===== src/rtl/trap_pkg.sv =====
package trap_pkg;

    typedef enum logic [1:0] {
        STK_HOLD = 2'd0,
        STK_PUSH = 2'd1,
        STK_POP  = 2'd2
    } stk_op_e;

    typedef struct packed {
        logic ack;
        logic ret;
        logic req;
        logic active;
    } stk_ctl_t;

    function automatic stk_op_e pick_stk_op(stk_ctl_t c);
        if (c.ret && c.active)
            return STK_POP;
        else if (!c.ret && c.ack && c.req)
            return STK_PUSH;
        else
            return STK_HOLD;
    endfunction

endpackage


===== src/rtl/trap_flags.sv =====
module trap_flags #(
    parameter int N  = 8,
    parameter int LW = 3
) (
    input  logic          clk,
    input  logic          rst,
    input  logic [N-1:0]  evt_i,
    input  logic          wr_i,
    input  logic [N-1:0]  wdata_i,
    input  logic          take_i,
    input  logic [LW-1:0] take_idx_i,
    output logic [N-1:0]  flags_o,
    output logic [N-1:0]  pend_o
);
    logic [N-1:0] flags_q, pend_q;
    logic [N-1:0] take_mask;
    logic [N-1:0] keep_mask;

    always_comb begin
        take_mask = '0;
        if (take_i)
            take_mask[take_idx_i] = 1'b1;
        keep_mask = wr_i ? wdata_i : '1;
    end

    always_ff @(posedge clk) begin
        if (rst) begin
            flags_q <= '0;
            pend_q  <= '0;
        end else begin
            flags_q <= (flags_q & keep_mask) | evt_i;
            pend_q  <= (pend_q & ~take_mask) | evt_i;
        end
    end

    assign flags_o = flags_q;
    assign pend_o  = pend_q;
endmodule


===== src/rtl/trap_arbiter.sv =====
module trap_arbiter #(
    parameter int N  = 8,
    parameter int LW = 3
) (
    input  logic [N-1:0]  pend_i,
    input  logic          active_i,
    input  logic [LW-1:0] cur_lvl_i,
    output logic          req_o,
    output logic [LW-1:0] vec_o
);
    logic [LW-1:0] top;
    logic          found;
    logic          elig;

    always_comb begin
        top   = '0;
        found = 1'b0;
        for (int i = 0; i < N; i++) begin
            if (pend_i[i]) begin
                top   = LW'(i);
                found = 1'b1;
            end
        end
        elig  = found && (!active_i || (top > cur_lvl_i));
        req_o = elig;
        vec_o = elig ? top : '0;
    end
endmodule


===== src/rtl/trap_stack.sv =====
module trap_stack #(
    parameter int N  = 8,
    parameter int LW = 3,
    parameter int DW = 4
) (
    input  logic              clk,
    input  logic              rst,
    input  trap_pkg::stk_op_e op_i,
    input  logic [LW-1:0]     push_lvl_i,
    output logic              active_o,
    output logic [LW-1:0]     top_lvl_o
);
    import trap_pkg::*;

    logic [LW-1:0] stk_q [N];
    logic [DW-1:0] depth_q;
    logic [LW-1:0] top_idx;
    logic [LW-1:0] wr_idx;

    assign top_idx = LW'(depth_q - DW'(1));
    assign wr_idx  = LW'(depth_q);

    always_ff @(posedge clk) begin
        if (rst) begin
            depth_q <= '0;
            for (int i = 0; i < N; i++)
                stk_q[i] <= '0;
        end else begin
            case (op_i)
                STK_PUSH: begin
                    if (depth_q < DW'(N)) begin
                        stk_q[wr_idx] <= push_lvl_i;
                        depth_q       <= depth_q + DW'(1);
                    end
                end
                STK_POP: begin
                    if (depth_q != '0)
                        depth_q <= depth_q - DW'(1);
                end
                default: ;
            endcase
        end
    end

    assign active_o  = (depth_q != '0);
    assign top_lvl_o = active_o ? stk_q[top_idx] : '0;
endmodule


===== src/rtl/trap_ctrl.sv =====
module trap_ctrl #(
    parameter int NUM_TRAPS = 8,
    parameter int ORD_W     = 4
) (
    input  logic                         clk,
    input  logic                         rst,
    input  logic [NUM_TRAPS-1:0]         trap_evt_i,
    input  logic                         flag_wr_i,
    input  logic [NUM_TRAPS-1:0]         flag_wdata_i,
    output logic [NUM_TRAPS-1:0]         flag_o,
    output logic                         trap_req_o,
    output logic [$clog2(NUM_TRAPS)-1:0] trap_vec_o,
    input  logic                         ack_i,
    input  logic                         ret_i,
    output logic [$clog2(NUM_TRAPS)-1:0] srv_level_o,
    output logic                         block_o,
    input  logic [ORD_W-1:0]             ord_level_i,
    output logic                         ord_pass_o,
    input  logic                         pec_req_i,
    output logic                         pec_pass_o
);
    import trap_pkg::*;

    localparam int LW = $clog2(NUM_TRAPS);
    localparam int DW = $clog2(NUM_TRAPS + 1);

    logic [NUM_TRAPS-1:0] pend;
    logic                 active;
    logic [LW-1:0]        cur_lvl;
    logic                 req;
    logic [LW-1:0]        vec;
    stk_op_e              op;
    stk_ctl_t             ctl;

    always_comb begin
        ctl.ack    = ack_i;
        ctl.ret    = ret_i;
        ctl.req    = req;
        ctl.active = active;
        op         = pick_stk_op(ctl);
    end

    trap_flags #(.N(NUM_TRAPS), .LW(LW)) u_flags (
        .clk        (clk),
        .rst        (rst),
        .evt_i      (trap_evt_i),
        .wr_i       (flag_wr_i),
        .wdata_i    (flag_wdata_i),
        .take_i     (op == STK_PUSH),
        .take_idx_i (vec),
        .flags_o    (flag_o),
        .pend_o     (pend)
    );

    trap_arbiter #(.N(NUM_TRAPS), .LW(LW)) u_arb (
        .pend_i    (pend),
        .active_i  (active),
        .cur_lvl_i (cur_lvl),
        .req_o     (req),
        .vec_o     (vec)
    );

    trap_stack #(.N(NUM_TRAPS), .LW(LW), .DW(DW)) u_stk (
        .clk        (clk),
        .rst        (rst),
        .op_i       (op),
        .push_lvl_i (vec),
        .active_o   (active),
        .top_lvl_o  (cur_lvl)
    );

    assign trap_req_o  = req;
    assign trap_vec_o  = vec;
    assign srv_level_o = cur_lvl;
    assign block_o     = active;
    assign ord_pass_o  = (ord_level_i != '0) && !active;
    assign pec_pass_o  = pec_req_i && !active;
endmodule


===== config.mk =====
export PLATFORM = sky130hd
export DESIGN_NAME = trap_ctrl
export DESIGN_NICKNAME = d
export VERILOG_FILES = /design/src/rtl/trap_pkg.sv /design/src/rtl/trap_flags.sv /design/src/rtl/trap_arbiter.sv /design/src/rtl/trap_stack.sv /design/src/rtl/trap_ctrl.sv
export SDC_FILE = /design/constraint.sdc
export NUM_CORES = 1
export LEC_CHECK = 0
export ABC_AREA = 1
export BUFFER_PORTS_ARGS = -buffer_cell sky130_fd_sc_hd__buf_2
export CORE_MARGIN = 2
export CORE_UTILIZATION = 49
export DETAILED_ROUTE_END_ITERATION = 12
export PLACE_DENSITY_LB_ADDON = 0.08
export SETUP_SLACK_MARGIN = 0.3
export SLEW_MARGIN = 20
export SYNTH_ARGS = -nofsm -noshare
export SYNTH_HDL_FRONTEND = slang
export SYNTH_SLANG_ARGS = --single-unit

===== constraint.sdc =====
create_clock -name clk -period 2.79 [get_ports clk]
set_clock_uncertainty 0.1 [all_clocks]
set_input_delay 0.279 -clock clk [delete_from_list [all_inputs] [get_ports clk]]
set_output_delay 0.279 -clock clk [all_outputs]
set_load 0.005 [all_outputs]

==> metrics.txt, run 1 <==
post-route insts no fill=approximately 410; Routability Congestion=0.882; Die Width=71.9 microns; H-tree levels=2; Vias=2133; Ports=44; Slew Viols, Final=0; worst slew pin tran=629 ps; Pwr Density=1350 nW/um^2; fillers=316; Reg2Reg Setup Slack=-90 ps; WL/cell=14.9 microns; Via density=5.16; antenna diode count=0; Iter 0 DRT Violations=about 140; Cell Int Power=between 2 and 3 mW; Final Cycle Share=1.06; CP Launch Type=flip-flop; Initial Utilization=0.512; combinational power share=0.715; worst reg2reg path endpoint=u_stk.stk_q[1][1]$_SDFFCE_PN0P_; commonest non-fill, non-tap cell in the layout=nor2_1; RSZ-0062 raised after global routing=true; Die Ht=71.9 microns; clk_lat worst skew=just under 300 ps; GR Util All Layers=0.235; Clock Tree Buf Depth=2; WP data required=2410 ps; post-placement cell area=2820 sq um; DR pass1 iterations=5; clock share of power=0.107; Critical Path AT=between 2000 and 3000 ps; Post-Synthesis Cell Area=2260 sq um; register area share after synthesis=0.496; final setup vio count=58; setup ws final=-166 ps; first-pass GRT wire length=9220 microns; Max IR drop VDD=0.638 mV; share of layout cells above drive strength 1=0.443; register area=1120 sq um; largest net degree at the start of global routing=22; Max Cap Violations=0; FF-to-FF path depth=17; total core area=about 4400 sq um; drt drc=0; Switching Fraction=0.431; worst hold slack=147 ps; die area=5170 sq um; total wire length=6140 microns; slew margin rel.=0.578; FF+latch count, synth=44; Critical Path Sink Type=primary output; YS warnings=0; Final Hold Viols=0; EDFF count, synth=24; TritonCTS Sinks=44; initial antenna violation count=0; hold endpoint=u_flags.pend_o[3]$_SDFF_PP0_; port bufs=43; share of synthesized registers carrying an async set or reset=0; fmax=around 340 MHz; Min Clock Period, post-route=between 2000 and 3000 ps; violated checks=negative setup slack; Seq pwr share=0.178; Sw Pwr=1.96 mW; hpwl dp=4060 microns; Hold WC Path Type=primary input to flip-flop; CTS tree=yes; cell breakdown of the critical path=inv_4, ha_4, inv_6, o21ai_1, o221ai_2, nand3_2, buf_4, buf_6, buf_4, buf_4, buf_4, buf_6, buf_6, buf_6, inv_2, buf_2; GR Overflow Total=0; Lkg Pwr=about 1.5 nW; Syn Nets=approximately 310; post-layout net count=391; status=finished, violations left; vias in the first global route=1909; clk root buf=clkbuf_8; Critical-path top delay cell=dfxtp_2; Mapped Cells=275; commonest cells after routing, fill and taps aside=nor2_1, buf_2, nand2_1; clock buffers created by TritonCTS=5; placed instance count=388; Hold Crit Depth=3; area grow syn2layout=48.0%; FF-to-FF Start=u_stk.depth_q[0]$_SDFFE_PP0P_; post-route cell area=3350 sq um; Main synth FF type=edfxtp_1; crit path kind=flip-flop to primary output; Max stage delay on crit path=350 ps; distinct cell type count after synthesis=30; Syn Area/Cell=between 8 and 9 sq um; Clk pin slew, worst setup/hold paths=~80 ps; # rows=24; Final ANT Viol Nets=0; footprint of the multi-input gates=1260 sq um; crit path max fanout=8; Min-Delay Startpoint=trap_evt_i[3]
==> Yosys cell counts, types with 2 or more instances <==
| master | number | area share |
|---|---|---|
| edfxtp_1 | 24 | 0.32 |
| nor2_1 | 55 | 0.091 |
| o21ai_0 | 23 | 0.051 |
| buf_2 | 3 | 0.0066 |
| inv_1 | 33 | 0.055 |
| nand3_2 | 4 | 0.018 |
| ha_1 | 5 | 0.028 |
| clkbuf_1 | 2 | 0.0033 |
| dfxtp_1 | 20 | 0.18 |
| a21oi_1 | 22 | 0.049 |
| o221ai_1 | 3 | 0.012 |
| nand2_1 | 49 | 0.081 |
| o22ai_1 | 3 | 0.0083 |
| nand3_1 | 13 | 0.029 |
==> state kept, by name, summed over array words and instances, names as in the netlist <==
signal and count:
u_stk.depth_q 4, u_stk.stk_q 24, u_flags.flags_o 8, u_flags.pend_o 8
==> area by class of cell <==
class,instances,share of cell area
multi-input cells,189,0.377
flip-flops and latches,44,0.336
repair buffers,85,0.193
inverters,35,0.0423
clock buffers,6,0.0217
well taps,52,0.0194
clock inverters,2,0.0105
==> worst max-delay path: cells and delay by family, from the launching register on <==
family	cells	cell delay [ps]
AO/OA/AOI/OAI	2	270
adder cells (fa/ha/maj)	1	280
buffers and inverters	12	1230
flip-flops	1	350
AND/OR/NAND/NOR	1	150
==> worst max-delay path by stage <==
stage | start | endpoint | slack [ps] | cells after the start
6_report | u_stk.depth_q[0]$_SDFFE_PP0P_ | srv_level_o[2] | -170 | 16
5_1_grt | u_stk.depth_q[0]$_SDFFE_PP0P_ | trap_vec_o[0] | -290 | 16
4_1_cts | u_stk.depth_q[0]$_SDFFE_PP0P_ | trap_req_o | -100 | 15
3_5_place_dp | u_stk.depth_q[1]$_SDFFE_PP0P_ | u_stk.stk_q[6][0]$_SDFFCE_PN0P_ | -80 | 16
3_3_place_gp | u_stk.depth_q[1]$_SDFFE_PP0P_ | u_stk.stk_q[6][1]$_SDFFCE_PN0P_ | -60 | 16
2_1_floorplan | u_stk.depth_q[0]$_SDFFE_PP0P_ | u_stk.stk_q[2][0]$_SDFFCE_PN0P_ | -30 | 17
==> layer usage <==
metal	global-route usage	part of all wire	vias up
li1	-	-	1089
met1	0.336	0.46	972
met2	0.369	0.48	64
met3	0.0417	0.053	8
met4	0.0713	0.011	0
met5	0	0	-
==> power by group through the flow <==
stage	clock (mW)	combinational, mW	sequential (mW)
5_1_grt	0.511	3.47	0.816
3_5_place_dp	0	2.20	0.819
6_report	0.484	3.24	0.808
2_1_floorplan	0	1.31	0.811
3_3_place_gp	0	2.19	0.818
4_1_cts	0.490	2.75	0.807
==> kinds of logic (layout without fill, tap and decap cells) <==
kind of cell,count (synthesis),after routing,synth area share
XOR/XNOR,2,2,0.00775
AO/OA/AOI/OAI,52,52,0.123
flip-flops,44,44,0.496
AND/OR/NAND/NOR,130,130,0.268
adder cells (fa/ha/maj),5,5,0.0277
buffers and inverters,42,128,0.0775
==> repair_timing <==
action | 4_1_cts | 5_1_grt
gates resized for setup | 41 | 33
endpoints found under the hold margin | 0 | 0
hold buffers | 0 | 0
endpoints found under the setup margin | 64 | 65
setup buffers | 11 | 6
pin swaps | 18 | 15
==> metrics by stage <==
stage | setup slack, ps | power (mW) | util | TNS, ps
2_1_floorplan | -31.8 | 2.12 | - | -555
3_3_place_gp | -63.9 | 3.01 | 0.639 | -1310
3_5_place_dp | -79.3 | 3.02 | 0.639 | -2230
4_1_cts | -100 | 4.05 | 0.717 | -1920
5_1_grt | -287 | 4.80 | 0.758 | -14170
6_report | -166 | 4.53 | 0.758 | -2930
Note: power is estimated with default switching activity, not from simulation.
==> inputs of run 2 (changes only) <==
Settings changed: CORE_UTILIZATION 49 to 40.
==> metrics.txt, run 2 (same netlist as run 1, synthesis figures left out) <==
status=finished, violations left (unchanged); violated checks=negative setup slack (unchanged); total core area=5470 sq um (was 4410 sq um); share of layout cells above drive strength 1=0.446 (was 0.443); GR Util All Layers=0.207 (was 0.235); Largest Register=u_stk.stk_q (unchanged); Initial Utilization=0.413 (was 0.512); pre-CTS setup slack=-68.5 ps (was -79.3 ps); Ports=44 (unchanged); clock buffers created by TritonCTS=5 (unchanged); placed instance count=410 (was 388); Die Ht=79.2 microns (was 71.9 microns); Clk pin slew, worst setup/hold paths=90 ps (was 80 ps); commonest non-fill, non-tap cell in the layout=buf_2 (was nor2_1); drt drc=0 (unchanged); first-pass GRT wire length=9830 microns (was 9220 microns); CTS tree=yes (unchanged); WL/cell=14.2 microns (was 14.9 microns); worst hold slack=135 ps (was 147 ps); initial antenna violation count=0 (unchanged); clk root buf=clkbuf_8 (unchanged); Die Width=79.2 microns (was 71.9 microns); slew margin rel.=0.647 (was 0.578); Hold WC Path Type=primary input to flip-flop (unchanged); Sw Pwr=1.93 mW (was 1.96 mW); area grow syn2layout=47.8% (was 48.0%); hpwl dp=4420 microns (was 4060 microns); Critical Path AT=2770 ps (was 2580 ps); RSZ-0062 raised after global routing=true (unchanged); TritonCTS Sinks=44 (unchanged); Final Hold Viols=0 (unchanged); Final Cycle Share=1.03 (was 1.06); GR Overflow Total=0 (unchanged); final setup vio count=48 (was 58); port bufs=43 (unchanged); combinational power share=0.709 (was 0.715); commonest cells after routing, fill and taps aside=buf_2, nor2_1, nand2_1 (was nor2_1, buf_2, nand2_1); # rows=27 (was 24); Min Clock Period, post-route=2870 ps (was 2960 ps); Slew Viols, Final=0 (unchanged); Vias=2093 (was 2133); post-layout net count=384 (was 391); Lkg Pwr=1.47 nW (was 1.53 nW); vias in the first global route=1957 (was 1909); Routability Congestion=0.825 (was 0.882); Pwr Density=1280 nW/um^2 (was 1350 nW/um^2); Iter 0 DRT Violations=112 (was 142); crit path kind=flip-flop to flip-flop (was flip-flop to primary output); max reg flops=24 (unchanged); Seq pwr share=0.190 (was 0.178); total wire length=6070 microns (was 6140 microns); WP data required=2690 ps (was 2410 ps); DR pass1 iterations=4 (was 5); Via density=4.91 (was 5.16); Cell Int Power=2.34 mW (was 2.58 mW); die area=6270 sq um (was 5170 sq um); Clock Tree Buf Depth=2 (unchanged); CP Launch Type=flip-flop (unchanged); post-route insts no fill=426 (was 413); Max IR drop VDD=0.630 mV (was 0.638 mV); fmax=348 MHz (was 338 MHz); Switching Fraction=0.452 (was 0.431); setup ws final=-80.1 ps (was -166 ps); Final ANT Viol Nets=0 (unchanged); H-tree levels=2 (unchanged); worst slew pin tran=526 ps (was 629 ps); largest net degree at the start of global routing=21 (was 22); Critical Path Sink Type=flip-flop (was primary output); clk_lat worst skew=300 ps (was 290 ps); clock share of power=0.101 (was 0.107); crit path max fanout=8 (unchanged); antenna diode count=0 (unchanged); Max Cap Violations=0 (unchanged)
[run 2: critical path, cell delays in order, from the launching register on]
cell	delay, ps
dfxtp_2	360
inv_4	40
ha_4	320
o21ai_0	140
o22ai_1	220
nor2_1	70
nor2_2	170
ha_1	250
nand3_1	80
nand2_2	80
nand2_4	100
nand4_4	120
nor2_8	280
nand3_2	140
nand2_2	110
[run 2: worst paths after layout]
check	from	to	slack (ps)	depth (start not counted)
min	trap_evt_i[3]	u_flags.pend_o[3]$_SDFF_PP0_	140	3
min reg2reg	u_flags.pend_o[4]$_SDFF_PP0_	u_flags.pend_o[4]$_SDFF_PP0_	360	2
max	u_stk.depth_q[0]$_SDFFE_PP0P_	u_stk.stk_q[6][0]$_SDFFCE_PN0P_	-80	14
max reg2reg	u_stk.depth_q[0]$_SDFFE_PP0P_	u_stk.stk_q[6][0]$_SDFFCE_PN0P_	-80	14
[run 2: power groups by stage]
stage / clock network, mW / registers (mW) / logic (mW)
after CTS: 0.434 / 0.807 / 2.61
after detailed placement: 0 / 0.819 / 2.22
after global routing: 0.470 / 0.822 / 3.27
final: 0.430 / 0.813 / 3.03
after floorplan: 0 / 0.811 / 1.31
after global placement: 0 / 0.820 / 2.23
[run 2: stage by stage]
stage	power, mW	utilization	instance area (sq um)	setup TNS (ps)
floorplan	2.12	-	2370	-555
global placement	3.05	0.523	2860	-624
detailed placement	3.04	0.523	2860	-1690
CTS	3.85	0.579	3170	-3820
global route	4.56	0.610	3340	-10100
finish	4.27	0.610	3340	-2150
[run 2: cell type report]
type / count / area (sq um)
clock buffer: 7 / 87.6
clock inverter: 1 / 7.51
fill: 489 / 2130
inverter: 35 / 139
multi-input combinational: 189 / 1320
sequential: 44 / 1120
tap: 72 / 90.1
timing repair buffer: 78 / 578
[run 2: layer usage]
metal,part of all wire,vias to the layer above,GRT usage
li1,-,1064,-
met1,0.46,953,0.290
met2,0.47,65,0.307
met3,0.052,11,0.0443
met4,0.021,0,0.0931
met5,0,-,0
[run 2: what timing repair did]
action / CTS / global route
endpoints found under the hold margin: 0 / 0
pin swaps: 17 / 16
hold buffers: 0 / 0
buffers inserted: 4 / 4
setup endpoints to repair: 64 / 64
gates resized for setup: 42 / 39
==> inputs of run 3 (changes only) <==
Settings changed: CELL_PAD_IN_SITES_DETAIL_PLACEMENT from default to 2, CELL_PAD_IN_SITES_GLOBAL_PLACEMENT from default to 2, CORE_UTILIZATION 40 to 29.
==> metrics.txt, run 3 (same netlist as run 1, synthesis figures left out) <==
H-tree levels=2 (unchanged); Routability Congestion=0.826 (was 0.825); footprint of the multi-input gates=1400 sq um (was 1320 sq um); violated checks=negative setup slack (unchanged); fmax=339 MHz (was 348 MHz); final setup vio count=55 (was 48); register area=1120 sq um (unchanged); Initial Utilization=0.296 (was 0.413); Critical Path AT=2570 ps (was 2770 ps); clock buffers created by TritonCTS=5 (unchanged); commonest cells after routing, fill and taps aside=buf_2, nor2_1, nand2_1 (unchanged); DR pass1 iterations=4 (unchanged); Final Cycle Share=1.06 (was 1.03); Slew Viols, Final=0 (unchanged); hpwl dp=5970 microns (was 4420 microns); Lkg Pwr=1.52 nW (was 1.47 nW); Max Cap Violations=0 (unchanged); TritonCTS Sinks=44 (unchanged); Vias=2186 (was 2093); worst slew pin tran=689 ps (was 526 ps); placed instance count=442 (was 410); Die Ht=92.3 microns (was 79.2 microns); commonest non-fill, non-tap cell in the layout=buf_2 (unchanged); total wire length=8160 microns (was 6070 microns); die area=8520 sq um (was 6270 sq um); total core area=7650 sq um (was 5470 sq um); GR Overflow Total=0 (unchanged); share of layout cells above drive strength 1=0.492 (was 0.446); clk_lat worst skew=310 ps (was 300 ps); GR Util All Layers=0.196 (was 0.207); post-layout net count=392 (was 384); crit path max fanout=8 (unchanged); Final Hold Viols=0 (unchanged); Via density=4.71 (was 4.91); # rows=32 (was 27); setup ws final=-162 ps (was -80.1 ps); Min Clock Period, post-route=2950 ps (was 2870 ps); WP data required=2410 ps (was 2690 ps); area grow syn2layout=55.7% (was 47.8%); largest net degree at the start of global routing=21 (unchanged); overall power=4.61 mW (was 4.27 mW); crit path kind=flip-flop to primary output (was flip-flop to flip-flop); first-pass GRT wire length=12600 microns (was 9830 microns); antenna diode count=0 (unchanged); post-route insts no fill=464 (was 426); vias in the first global route=2363 (was 1957); Clk pin slew, worst setup/hold paths=90 ps (about the same); Largest Register=u_stk.stk_q (unchanged); RSZ-0062 raised after global routing=true (unchanged); Iter 0 DRT Violations=69 (was 112); hold_buf cts=0 (unchanged); CP Launch Type=flip-flop (unchanged); Die Width=92.3 microns (was 79.2 microns); clk root buf=clkbuf_8 (unchanged); slew margin rel.=0.538 (was 0.647); port bufs=43 (unchanged); initial antenna violation count=0 (unchanged); CTS tree=yes (unchanged); Hold WC Path Type=primary input to flip-flop (unchanged); max reg flops=24 (unchanged); Critical Path Sink Type=primary output (was flip-flop); status=finished, violations left (unchanged); Ports=44 (unchanged); drt drc=0 (unchanged); Final ANT Viol Nets=0 (unchanged); fillers=825 (was 489); Pwr Density=1310 nW/um^2 (was 1280 nW/um^2); Max IR drop VDD=0.382 mV (was 0.630 mV); Clock Tree Buf Depth=2 (unchanged); WL/cell=17.6 microns (was 14.2 microns)
==> run 3: area by class of cell <==
type / count / area share
well taps: 102 / 0.0362
clock inverters: 3 / 0.00604
inverters: 35 / 0.0402
clock buffers: 5 / 0.0195
multi-input cells: 189 / 0.398
flip-flops and latches: 44 / 0.319
repair buffers: 86 / 0.181
==> run 3: through the flow <==
step | cell area [sq um] | hold slack (ps) | worst slack (ps) | util | TNS, ps
6_report | 3520 | 139 | -162 | 0.460 | -3260
5_1_grt | 3520 | 158 | -281 | 0.460 | -12630
4_1_cts | 3370 | 135 | -88.3 | 0.440 | -858
3_5_place_dp | 2900 | 358 | -180 | 0.379 | -6410
3_3_place_gp | 2900 | 354 | -43.6 | 0.379 | -1040
2_1_floorplan | 2370 | 333 | -31.8 | - | -555
==> run 3: worst max-delay path: stages (launching register included) <==
cell and delay [ps]:
dfxtp_2 360, inv_4 40, ha_4 340, o21ai_2 90, o221ai_2 240, nand3_2 140
ha_4 280, a21oi_2 170, nand2_2 70, nand2_2 90, nand2_4 80, buf_6 130
nand3_4 80, inv_2 50, buf_6 110
==> run 3: where the power goes <==
part | total [mW] | switching (mW) | internal (mW)
sequential | 0.812 | 0.0487 | 0.764
clock | 0.416 | 0.239 | 0.177
combinational | 3.38 | 1.87 | 1.51
==> run 3: repair_timing <==
action / in CTS / in global routing
hold endpoints to repair: 0 / 0
endpoints found under the setup margin: 64 / 64
buffers inserted: 10 / 4
pin swaps: 15 / 16
gates resized for setup: 69 / 35
==> run 3: metal layers <==
| metal | GRT usage | wire length, microns | up-vias |
|---|---|---|---|
| li1 | - | - | 1078 |
| met1 | 0.270 | 3880 | 1056 |
| met2 | 0.324 | 3930 | 46 |
| met3 | 0.0293 | 265 | 6 |
| met4 | 0.0522 | 85 | 0 |
| met5 | 0 | 0 | - |
==> run 3: path summary, 6_finish.rpt <==
path                                 start                               to  slack (ps)  cells past startpoint
max          u_stk.depth_q[0]$_SDFFE_PP0P_                    trap_vec_o[1]        -160                     14
min                          trap_evt_i[1]     u_flags.pend_o[1]$_SDFF_PP0_         140                      3
max reg2reg  u_stk.depth_q[0]$_SDFFE_PP0P_  u_stk.stk_q[0][1]$_SDFFCE_PN0P_         -90                     16
min reg2reg   u_flags.pend_o[0]$_SDFF_PP0_     u_flags.pend_o[0]$_SDFF_PP0_         360                      2
